===== src/rtl/uart_mp_rx_pkg.sv =====
package uart_mp_rx_pkg;
  typedef enum logic [1:0] {
    RX_IDLE,
    RX_START,
    RX_DATA,
    RX_STOP
  } rx_state_e;

  localparam int IRQ_SERR = 0;
  localparam int IRQ_OVF  = 1;
  localparam int IRQ_FULL = 2;
  localparam int IRQ_W    = 3;
  localparam int WORD_W   = 9;
endpackage


===== src/rtl/uart_mp_rx_sync.sv =====
module uart_mp_rx_sync #(
  parameter int STAGES = 2
) (
  input  logic clk_i,
  input  logic rst_ni,
  input  logic rxd_i,
  output logic line_o,
  output logic fall_o
);
  // one extra flop holds the previous synchronised value for edge detection
  logic [STAGES:0] chain_q;

  generate
    for (genvar g = 0; g <= STAGES; g++) begin : g_stage
      always_ff @(posedge clk_i or negedge rst_ni) begin
        if (!rst_ni) chain_q[g] <= 1'b1;
        else if (g == 0) chain_q[g] <= rxd_i;
        else chain_q[g] <= chain_q[(g == 0) ? 0 : g-1];
      end
    end
  endgenerate

  assign line_o = chain_q[STAGES-1];
  assign fall_o = chain_q[STAGES] & ~chain_q[STAGES-1];
endmodule


===== src/rtl/uart_mp_rx_frame.sv =====
module uart_mp_rx_frame
  import uart_mp_rx_pkg::*;
#(
  parameter int CNT_W = 16
) (
  input  logic             clk_i,
  input  logic             rst_ni,
  input  logic             en_i,
  input  logic             line_i,
  input  logic             fall_i,
  input  logic [CNT_W-1:0] bit_period_i,
  input  logic             nine_bit_i,
  input  logic             mp_filter_i,
  output logic             done_o,
  output logic [7:0]       data_o,
  output logic             bit8_o,
  output logic             start_fail_o
);
  rx_state_e         state_q;
  logic [CNT_W-1:0]  cnt_q;
  logic [3:0]        idx_q;
  logic [WORD_W-1:0] sh_q;
  logic              tick;
  logic [3:0]        last_idx;

  assign tick     = (cnt_q == '0);
  assign last_idx = nine_bit_i ? 4'd8 : 4'd7;

  always_ff @(posedge clk_i or negedge rst_ni) begin
    if (!rst_ni) begin
      state_q <= RX_IDLE;
      cnt_q   <= '0;
      idx_q   <= '0;
      sh_q    <= '0;
    end else if (!en_i) begin
      state_q <= RX_IDLE;
      cnt_q   <= '0;
      idx_q   <= '0;
    end else begin
      unique case (state_q)
        RX_IDLE: if (fall_i) begin
          state_q <= RX_START;
          cnt_q   <= (bit_period_i >> 1) - CNT_W'(1);
        end
        RX_START: begin
          if (!tick) cnt_q <= cnt_q - CNT_W'(1);
          else if (!line_i) begin
            state_q <= RX_DATA;
            cnt_q   <= bit_period_i - CNT_W'(1);
            idx_q   <= '0;
          end else state_q <= RX_IDLE;
        end
        RX_DATA: begin
          if (!tick) cnt_q <= cnt_q - CNT_W'(1);
          else begin
            sh_q  <= {line_i, sh_q[WORD_W-1:1]};
            idx_q <= idx_q + 4'd1;
            cnt_q <= bit_period_i - CNT_W'(1);
            if (idx_q == last_idx) state_q <= RX_STOP;
          end
        end
        RX_STOP: begin
          if (!tick) cnt_q <= cnt_q - CNT_W'(1);
          else state_q <= RX_IDLE;
        end
        default: state_q <= RX_IDLE;
      endcase
    end
  end

  // 8-bit frames end up in the upper eight flops after shifting right
  assign data_o       = nine_bit_i ? sh_q[7:0] : sh_q[8:1];
  assign bit8_o       = nine_bit_i ? sh_q[8] : line_i;
  assign done_o       = en_i && (state_q == RX_STOP) && tick && (!mp_filter_i || bit8_o);
  assign start_fail_o = en_i && (state_q == RX_START) && tick && line_i;


  idle_hold_chk: assert property (@(posedge clk_i) disable iff (!rst_ni)
    (state_q == RX_IDLE && !fall_i) |=> (state_q == RX_IDLE));


  start_rearm_chk: assert property (@(posedge clk_i) disable iff (!rst_ni)
    start_fail_o |=> (state_q == RX_IDLE));
endmodule


===== src/rtl/uart_mp_rx_status.sv =====
module uart_mp_rx_status
  import uart_mp_rx_pkg::*;
(
  input  logic             clk_i,
  input  logic             rst_ni,
  input  logic             en_i,
  input  logic             done_i,
  input  logic [7:0]       data_i,
  input  logic             bit8_i,
  input  logic             start_fail_i,
  input  logic             rd_data_i,
  input  logic             rd_stat_i,
  input  logic [IRQ_W-1:0] irq_en_i,
  output logic [7:0]       data_o,
  output logic             bit8_o,
  output logic             full_o,
  output logic             ovf_o,
  output logic             serr_o,
  output logic             irq_o
);
  logic [7:0] data_q;
  logic       bit8_q, full_q, ovf_q, serr_q;
  logic       store;

  assign store = done_i && !full_q;

  always_ff @(posedge clk_i or negedge rst_ni) begin
    if (!rst_ni) begin
      data_q <= '0;
      bit8_q <= 1'b0;
      full_q <= 1'b0;
    end else begin
      if (done_i) bit8_q <= bit8_i;  // no overrun protection on this bit
      if (store) data_q <= data_i;
      if (store) full_q <= 1'b1;
      else if (rd_data_i) full_q <= 1'b0;
    end
  end

  always_ff @(posedge clk_i or negedge rst_ni) begin
    if (!rst_ni) begin
      ovf_q  <= 1'b0;
      serr_q <= 1'b0;
    end else if (!en_i) begin
      ovf_q  <= 1'b0;
      serr_q <= 1'b0;
    end else begin
      if (done_i && full_q) ovf_q <= 1'b1;
      else if (rd_stat_i) ovf_q <= 1'b0;
      if (start_fail_i) serr_q <= 1'b1;
      else if (rd_stat_i) serr_q <= 1'b0;
    end
  end

  logic [IRQ_W-1:0] flags;
  assign flags[IRQ_SERR] = serr_q;
  assign flags[IRQ_OVF]  = ovf_q;
  assign flags[IRQ_FULL] = full_q;

  assign irq_o  = |(flags & irq_en_i);
  assign data_o = data_q;
  assign bit8_o = bit8_q;
  assign full_o = full_q;
  assign ovf_o  = ovf_q;
  assign serr_o = serr_q;


  full_keep_chk: assert property (@(posedge clk_i) disable iff (!rst_ni)
    (full_q && !rd_data_i) |=> full_q);


  full_rise_chk: assert property (@(posedge clk_i) disable iff (!rst_ni)
    $rose(full_q) |-> $past(done_i));


  ovf_data_chk: assert property (@(posedge clk_i) disable iff (!rst_ni)
    (done_i && full_q) |=> $stable(data_q));


  dis_clear_chk: assert property (@(posedge clk_i) disable iff (!rst_ni)
    !en_i |=> (!ovf_q && !serr_q));
endmodule


===== src/rtl/uart_mp_rx.sv =====
module uart_mp_rx
  import uart_mp_rx_pkg::*;
#(
  parameter int CNT_W       = 16,
  parameter int SYNC_STAGES = 2
) (
  input  logic             clk_i,
  input  logic             rst_ni,
  input  logic             en_i,
  input  logic             rxd_i,
  input  logic [CNT_W-1:0] bit_period_i,
  input  logic             nine_bit_i,
  input  logic             mp_filter_i,
  input  logic             rd_data_i,
  input  logic             rd_stat_i,
  input  logic [2:0]       irq_en_i,
  output logic [7:0]       rx_data_o,
  output logic             rx_bit8_o,
  output logic             rx_full_o,
  output logic             rx_ovf_o,
  output logic             start_err_o,
  output logic             irq_o
);
  logic       line, fall, done, bit8, start_fail;
  logic [7:0] word;

  uart_mp_rx_sync #(.STAGES(SYNC_STAGES)) i_sync (
    .clk_i  (clk_i),
    .rst_ni (rst_ni),
    .rxd_i  (rxd_i),
    .line_o (line),
    .fall_o (fall)
  );

  uart_mp_rx_frame #(.CNT_W(CNT_W)) i_frame (
    .clk_i        (clk_i),
    .rst_ni       (rst_ni),
    .en_i         (en_i),
    .line_i       (line),
    .fall_i       (fall),
    .bit_period_i (bit_period_i),
    .nine_bit_i   (nine_bit_i),
    .mp_filter_i  (mp_filter_i),
    .done_o       (done),
    .data_o       (word),
    .bit8_o       (bit8),
    .start_fail_o (start_fail)
  );

  uart_mp_rx_status i_status (
    .clk_i        (clk_i),
    .rst_ni       (rst_ni),
    .en_i         (en_i),
    .done_i       (done),
    .data_i       (word),
    .bit8_i       (bit8),
    .start_fail_i (start_fail),
    .rd_data_i    (rd_data_i),
    .rd_stat_i    (rd_stat_i),
    .irq_en_i     (irq_en_i),
    .data_o       (rx_data_o),
    .bit8_o       (rx_bit8_o),
    .full_o       (rx_full_o),
    .ovf_o        (rx_ovf_o),
    .serr_o       (start_err_o),
    .irq_o        (irq_o)
  );


  irq_quiet_chk: assert property (@(posedge clk_i) disable iff (!rst_ni)
    (irq_en_i == 3'b000) |-> !irq_o);
endmodule


===== config.mk =====
export PLATFORM = sky130hd
export DESIGN_NAME = uart_mp_rx
export DESIGN_NICKNAME = d
export VERILOG_FILES = /design/src/rtl/uart_mp_rx_pkg.sv /design/src/rtl/uart_mp_rx_sync.sv /design/src/rtl/uart_mp_rx_frame.sv /design/src/rtl/uart_mp_rx_status.sv /design/src/rtl/uart_mp_rx.sv
export SDC_FILE = /design/constraint.sdc
export NUM_CORES = 1
export LEC_CHECK = 0
export BUFFER_PORTS_ARGS = -buffer_cell sky130_fd_sc_hd__buf_2
export CAP_MARGIN = 40
export CORE_MARGIN = 5
export CORE_UTILIZATION = 50
export CTS_CLUSTER_SIZE = 12
export DETAILED_ROUTE_END_ITERATION = 16
export GPL_TIMING_DRIVEN = 0
export PLACE_DENSITY_LB_ADDON = 0.05
export SYNTH_ARGS = -nofsm -noshare
export SYNTH_HDL_FRONTEND = slang
export SYNTH_SLANG_ARGS = --single-unit

===== constraint.sdc =====
create_clock -name clk_i -period 2.9 [get_ports clk_i]
set_input_delay 0.145 -clock clk_i [delete_from_list [all_inputs] [get_ports clk_i]]
set_output_delay 0.145 -clock clk_i [all_outputs]
set_load 0.005 [all_outputs]

Word-level counts from Yosys, hierarchy flattened
Index checks and enable logic that the tools add are counted.
{ "totals": {"elab_cells": 83, "inputBits": 27, "mem_bits_ro": 0, "mem_count": 0, "ramBits": 0, "output_inout_bits": 13, "register_bits": 46, "latch_bits": 0} }
{ "op_classes": {"eq_ne": 15, "mul": 0, "n_shift": 0, "div_mod_pow": 0, "addsub": 4, "bitwise": 3, "n_lt_le_gt_ge": 0, "n_reduce_logical": 19, "n_mux": 30} }
{ "op_table": {"columns": ["cell", "n"], "rows": [
  ["16-bit two-way mux", 6],
  ["16-bit one-hot mux with 4 select lines", 1],
  ["16-bit by 1-bit subtractor with 16-bit output (second input constant)", 2],
  ["4-bit two-way mux", 5],
  ["16-bit zero test", 1],
  ["15-bit by 1-bit subtractor with 16-bit output (second input constant)", 1],
  ["2-bit two-way mux", 7],
  ["3-bit by 2-bit inequality test with 1-bit output (second input constant)", 4],
  ["3-bit by 1-bit inequality test with 1-bit output (second input constant)", 3],
  ["3-bit inequality test (second input constant)", 3],
  ["1-bit logical AND", 8],
  ["1-bit two-way mux", 8],
  ["8-bit two-way mux", 1],
  ["2-bit one-hot mux with 4 select lines", 1],
  ["4-bit one-hot mux with 2 select lines", 1],
  ["3-bit AND reduction", 2],
  ["5-bit AND reduction", 1],
  ["4-bit by 1-bit adder with 4-bit output (second input constant)", 1],
  ["2-bit equality test (second input constant)", 2],
  ["4-bit equality test", 1],
  ["4-bit inequality test (second input constant)", 1],
  ["4-bit AND reduction", 1],
  ["3-bit AND", 1],
  ["3-bit OR reduction", 1],
  ["other kinds (7)", 8]
]} }

Longest topological paths before layout
{ "logic_depth": {"depth_word": 7, "mapped_depth": 10, "mapped_depth_nobuf": 8} }

By module
From an unflattened synthesis, not the netlist that was laid out.
{ "hier_totals": {"hier_cells": 348, "hier_area_um2": 3321.9} }
{ "modules_own_cells": {"columns": ["module", "cells_per_inst", "instances", "area_each_um2"], "rows": [
  ["uart_mp_rx_frame", 312, 1, 2723.9],
  ["uart_mp_rx_status", 32, 1, 505.5],
  ["uart_mp_rx_sync", 4, 1, 92.6]
]} }

Worst setup path before layout
OpenSTA, ideal clock, no wires.
{ "synth_timing": {"path_kind": "flip-flop to flip-flop", "startpoint": "register i_frame.cnt_q[0]", "endpoint": "register i_frame.sh_q[0]", "path_slack_ns": 0.665, "setup_ns": 0.125, "period_less_slack_ns": 2.235, "n_path_buf": 1, "t_required_ns": 2.775, "path_stages_with_launch": 9, "arrival_ns": 2.110, "path_cell_list": "dfrtp_1 inv_1 ha_1 or2b_2 nor3_4 nand2_1 buf_2 nor2_2 mux2_2"} }
{ "synth_between": {"elab_chain_cells": 2} }
{ "synth_lines": {"columns": ["item", "line_no", "source"], "rows": [
  ["start: declaration", "uart_mp_rx_frame.sv:20", "logic [CNT_W-1:0] cnt_q;"],
  ["start signal: assignment", "uart_mp_rx_frame.sv:43", "cnt_q <= (bit_period_i >> 1) - CNT_W'(1);"],
  ["start signal: assignment", "uart_mp_rx_frame.sv:46", "if (!tick) cnt_q <= cnt_q - CNT_W'(1);"],
  ["start signal: assignment", "uart_mp_rx_frame.sv:49", "cnt_q <= bit_period_i - CNT_W'(1);"],
  ["16-bit zero test", "uart_mp_rx_frame.sv:26", "assign tick = (cnt_q == '0);"],
  ["3-bit AND reduction (no line)", null, null],
  ["end signal: assignment", "uart_mp_rx_frame.sv:56", "sh_q <= {line_i, sh_q[WORD_W-1:1]};"],
  ["end: declaration", "uart_mp_rx_frame.sv:22", "logic [WORD_W-1:0] sh_q;"]
]} }
No other way between the ends.
A chain may end at the register's enable or synchronous reset.

Worst setup path in the final report
{ "layout_timing": {"startpoint": "register i_frame.cnt_q[0]", "endpoint": "register i_frame.sh_q[4]"} }
The elaborated chain is that of the path after synthesis.

==> reports/results.ini <==
[critical_path]
r2r_cells = 8
cp_max_fo = 10
critPathCaptureType = register
critical-path-top-delay-family = simple AND/OR/NAND/NOR gates
worstPathRequired_ps = 3090
cp_cell_sequence = inv_1, ha_1, or2b_2, nor3_4, nand2_1, buf_2, nor2_2, mux2_2
critical-path-max-stage-delay_ps = 440
crit_type = reg -> reg
slowest_stage = dfrtp_1
arrival_ps = 2760
worst-path-stages = 8
crit_buf_inv = 2
worstSetupStartpointType = register

[die]
dieWidth_um = 92.4
std_cell_rows = 30
start_util_pct = 50.7
ios = 40
die_area_mm2 = 0.00853
die_h_um = 92.4
core_mm2 = 0.00668

[clocking]
numCtsBuffers = 5
clock_path_buffers = 2
cts.sinks = 46
htree_num_levels = 2
ctsResizeCount = 0
clk_pin_slew_ps = 90
cts_tree = built
cts_root_buf = clkbuf_8
clk_latency_ps = 300

[cells_and_area]
drive_above_1_share_pct = 19.9
nFillCells = 638
mostFrequentLayoutCells = 43 x dfrtp_1, 40 x buf_2, 32 x nand2_1
layout.nets = 464
n_antenna_cell = 0
area.growth.synth_to_final_pct = 13.5
instances_no_fill = 508
final_common_cell = dfrtp_1

[global_routing]
grt_use_total_pct = 20.3
antenna_found_initial = 0
grt_max_degree = 34
grt_pass1_wl_um = 14000
grt_pass1_vias = 2882
grt-ovfl-total = 0

[detailed_routing]
dr.pass1.iters = 4
drtIter0Drc = 133
via_per_inst = 5.90
avgRoutedWirePerCell_um = 16.7
antenna_left = 0
totalWireLength_um = 8500
vias = 2995
drcViolationCount = 0

[synthesis]
synth_fp_nets = 418
synth.yosys.seq_area_share_pct = 34.1
synthTopCellsByArea = dfrtp_1 32%, xor2_1 5.4%, a21oi_1 4.6%
yosysTopAreaCellShare_pct = 31.7
syn-cell-area_mm2 = 0.00339
async_flop_share_pct = 100
syn_inst = 381
syn_avg_cell_area_um2 = 8.90
ys_ff_latch = 46
synthFlopType = dfrtp_1
synth_edf_count = 0
ys_types = 68
ys_warn_count = 0
synth_top_area_cell = dfrtp_1

[power_and_ir_drop]
p_leak_nw = 1.72
total_power_mw = 3.50
power_density_mw_per_mm2 = 909
vdd.ir_drop.worst_mv = 0.309

[sta]
fin_tns_setup_ps = 0
slew_headroom_pct = 54.0
setup_viol = 0
rsz0062_at_grt = no
finalHoldViolCount = 0
max_freq_ghz = 0.389
slew_viol_final = 0
clock_skew_ps = 6.29
tightest_slew_ps = 681
min_period_ps = 2570
period_share_pct = 88.6

[hold_path]
holdPathStages = 3
hold_class = in -> reg

[placed_design]
dp_cells = 498
gp_congestion = 0.861
place_hpwl_um = 6540
portBuffers = 36

[status]
status = complete, no violations

[run]
maxCapViolCount = 0

[worst register-to-register path, stage by stage (launching register included)]
cell     delay [ps]
dfrtp_1         440
inv_1            90
ha_1            240
or2b_2          370
nor3_4          220
nand2_1         110
buf_2           210
nor2_2          380
mux2_2          390
[cell type report]
type | instances | area, um^2 | area share, %
Tap cell | 80 | 100 | 2.60
Clock inverter | 3 | 68.8 | 1.79
Timing Repair Buffer | 39 | 220 | 5.72
Multi-Input combinational cell | 295 | 2030 | 52.8
Clock buffer | 5 | 68.8 | 1.79
Inverter | 19 | 71.3 | 1.85
Sequential cell | 46 | 1150 | 30.0
Buffer | 21 | 131 | 3.41
[power breakdown]
part | switching [mW] | leakage (nW) | internal (mW)
Clock | 0.230 | 0.0683 | 0.345
Sequential | 0.158 | 0.620 | 0.795
Combinational | 1.19 | 1.03 | 0.782
Total | 1.58 | 1.72 | 1.92
[per-layer routing]
metal  vias to the layer above  GRT usage [%]  part of all wire [%]
met5                         -              0                     0
met4                         0           5.69                   1.3
met3                        10           2.92                   5.5
met2                        82           33.9                    47
met1                      1426           27.3                    46
li1                       1477              -                     -
[logic make-up after synthesis]
| group | after synthesis | synth area share [%] |
|---|---|---|
| adders and majority gates | 10 | 3.69 |
| DFF | 46 | 34.1 |
| and+or+nand+nor | 131 | 20.9 |
| buffers and inverters | 40 | 5.98 |
| muxes | 20 | 6.27 |
| AOI/OAI and AO/OA | 99 | 20.1 |
| xor gates and xnor gates | 35 | 9.04 |
[flip-flops by register name, summed over array words and instances (netlist names)]
| signal | cells |
|---|---|
| i_frame.cnt_q | 16 |
| i_frame.sh_q | 9 |
| i_status.data_o | 8 |
| i_frame.idx_q | 4 |
| i_frame.state_q | 2 |
| i_sync.chain_q | 2 |
| i_status.bit8_o | 1 |
| i_status.full_o | 1 |
| i_status.ovf_o | 1 |
| i_status.serr_o | 1 |
| i_sync.line_o | 1 |
[final timing paths]
| check | from | endpoint | slack (ps) |
|---|---|---|---|
| max | i_frame.cnt_q[0] | i_frame.sh_q[4] | 330 |
| max in group asynchronous | rst_ni | i_sync.line_o | 2050 |
| max reg2reg | i_frame.cnt_q[0] | i_frame.sh_q[4] | 330 |
| min in group asynchronous | rst_ni | i_frame.state_q[0] | 290 |
| min | rd_data_i | i_status.full_o | 110 |
| min reg2reg | i_sync.chain_q[0] | i_sync.line_o | 370 |
[Yosys cell counts (all sizes together), types with 3 or more instances]
master,number
mux2,10
a21o,3
nor2,26
dfstp,3
or3,4
mux2i,10
nand2,32
o21ai,17
clkbuf,13
nand2b,4
nor4,7
nor3b,4
ha,10
a311oi,3
xnor2,14
buf,7
and2,3
a22o,7
nand4,3
xor2,21
nor3,15
inv,19
and3,4
dfrtp,43
a21oi,32
a31oi,7
nor2b,4
a221o,5
nand3,15
[stage by stage]
| step | hold slack (ps) | util, % | area [um^2] | worst slack [ps] |
|---|---|---|---|---|
| final | 107 | 57.6 | 3850 | 331 |
| after global routing | 116 | 57.6 | 3850 | 189 |
| after global placement | 251 | 54.9 | 3670 | 192 |
| after detailed placement | 87.0 | 55.2 | 3690 | 184 |
| after CTS | 105 | 57.6 | 3850 | 328 |
| after floorplan | -151 | - | 3390 | 665 |
[repair_timing]
action	in CTS	in global routing
endpoints found under the hold margin	13	0
buffers inserted	0	0
hold buffers	2	0
Note: power is estimated with default switching activity, not from simulation.
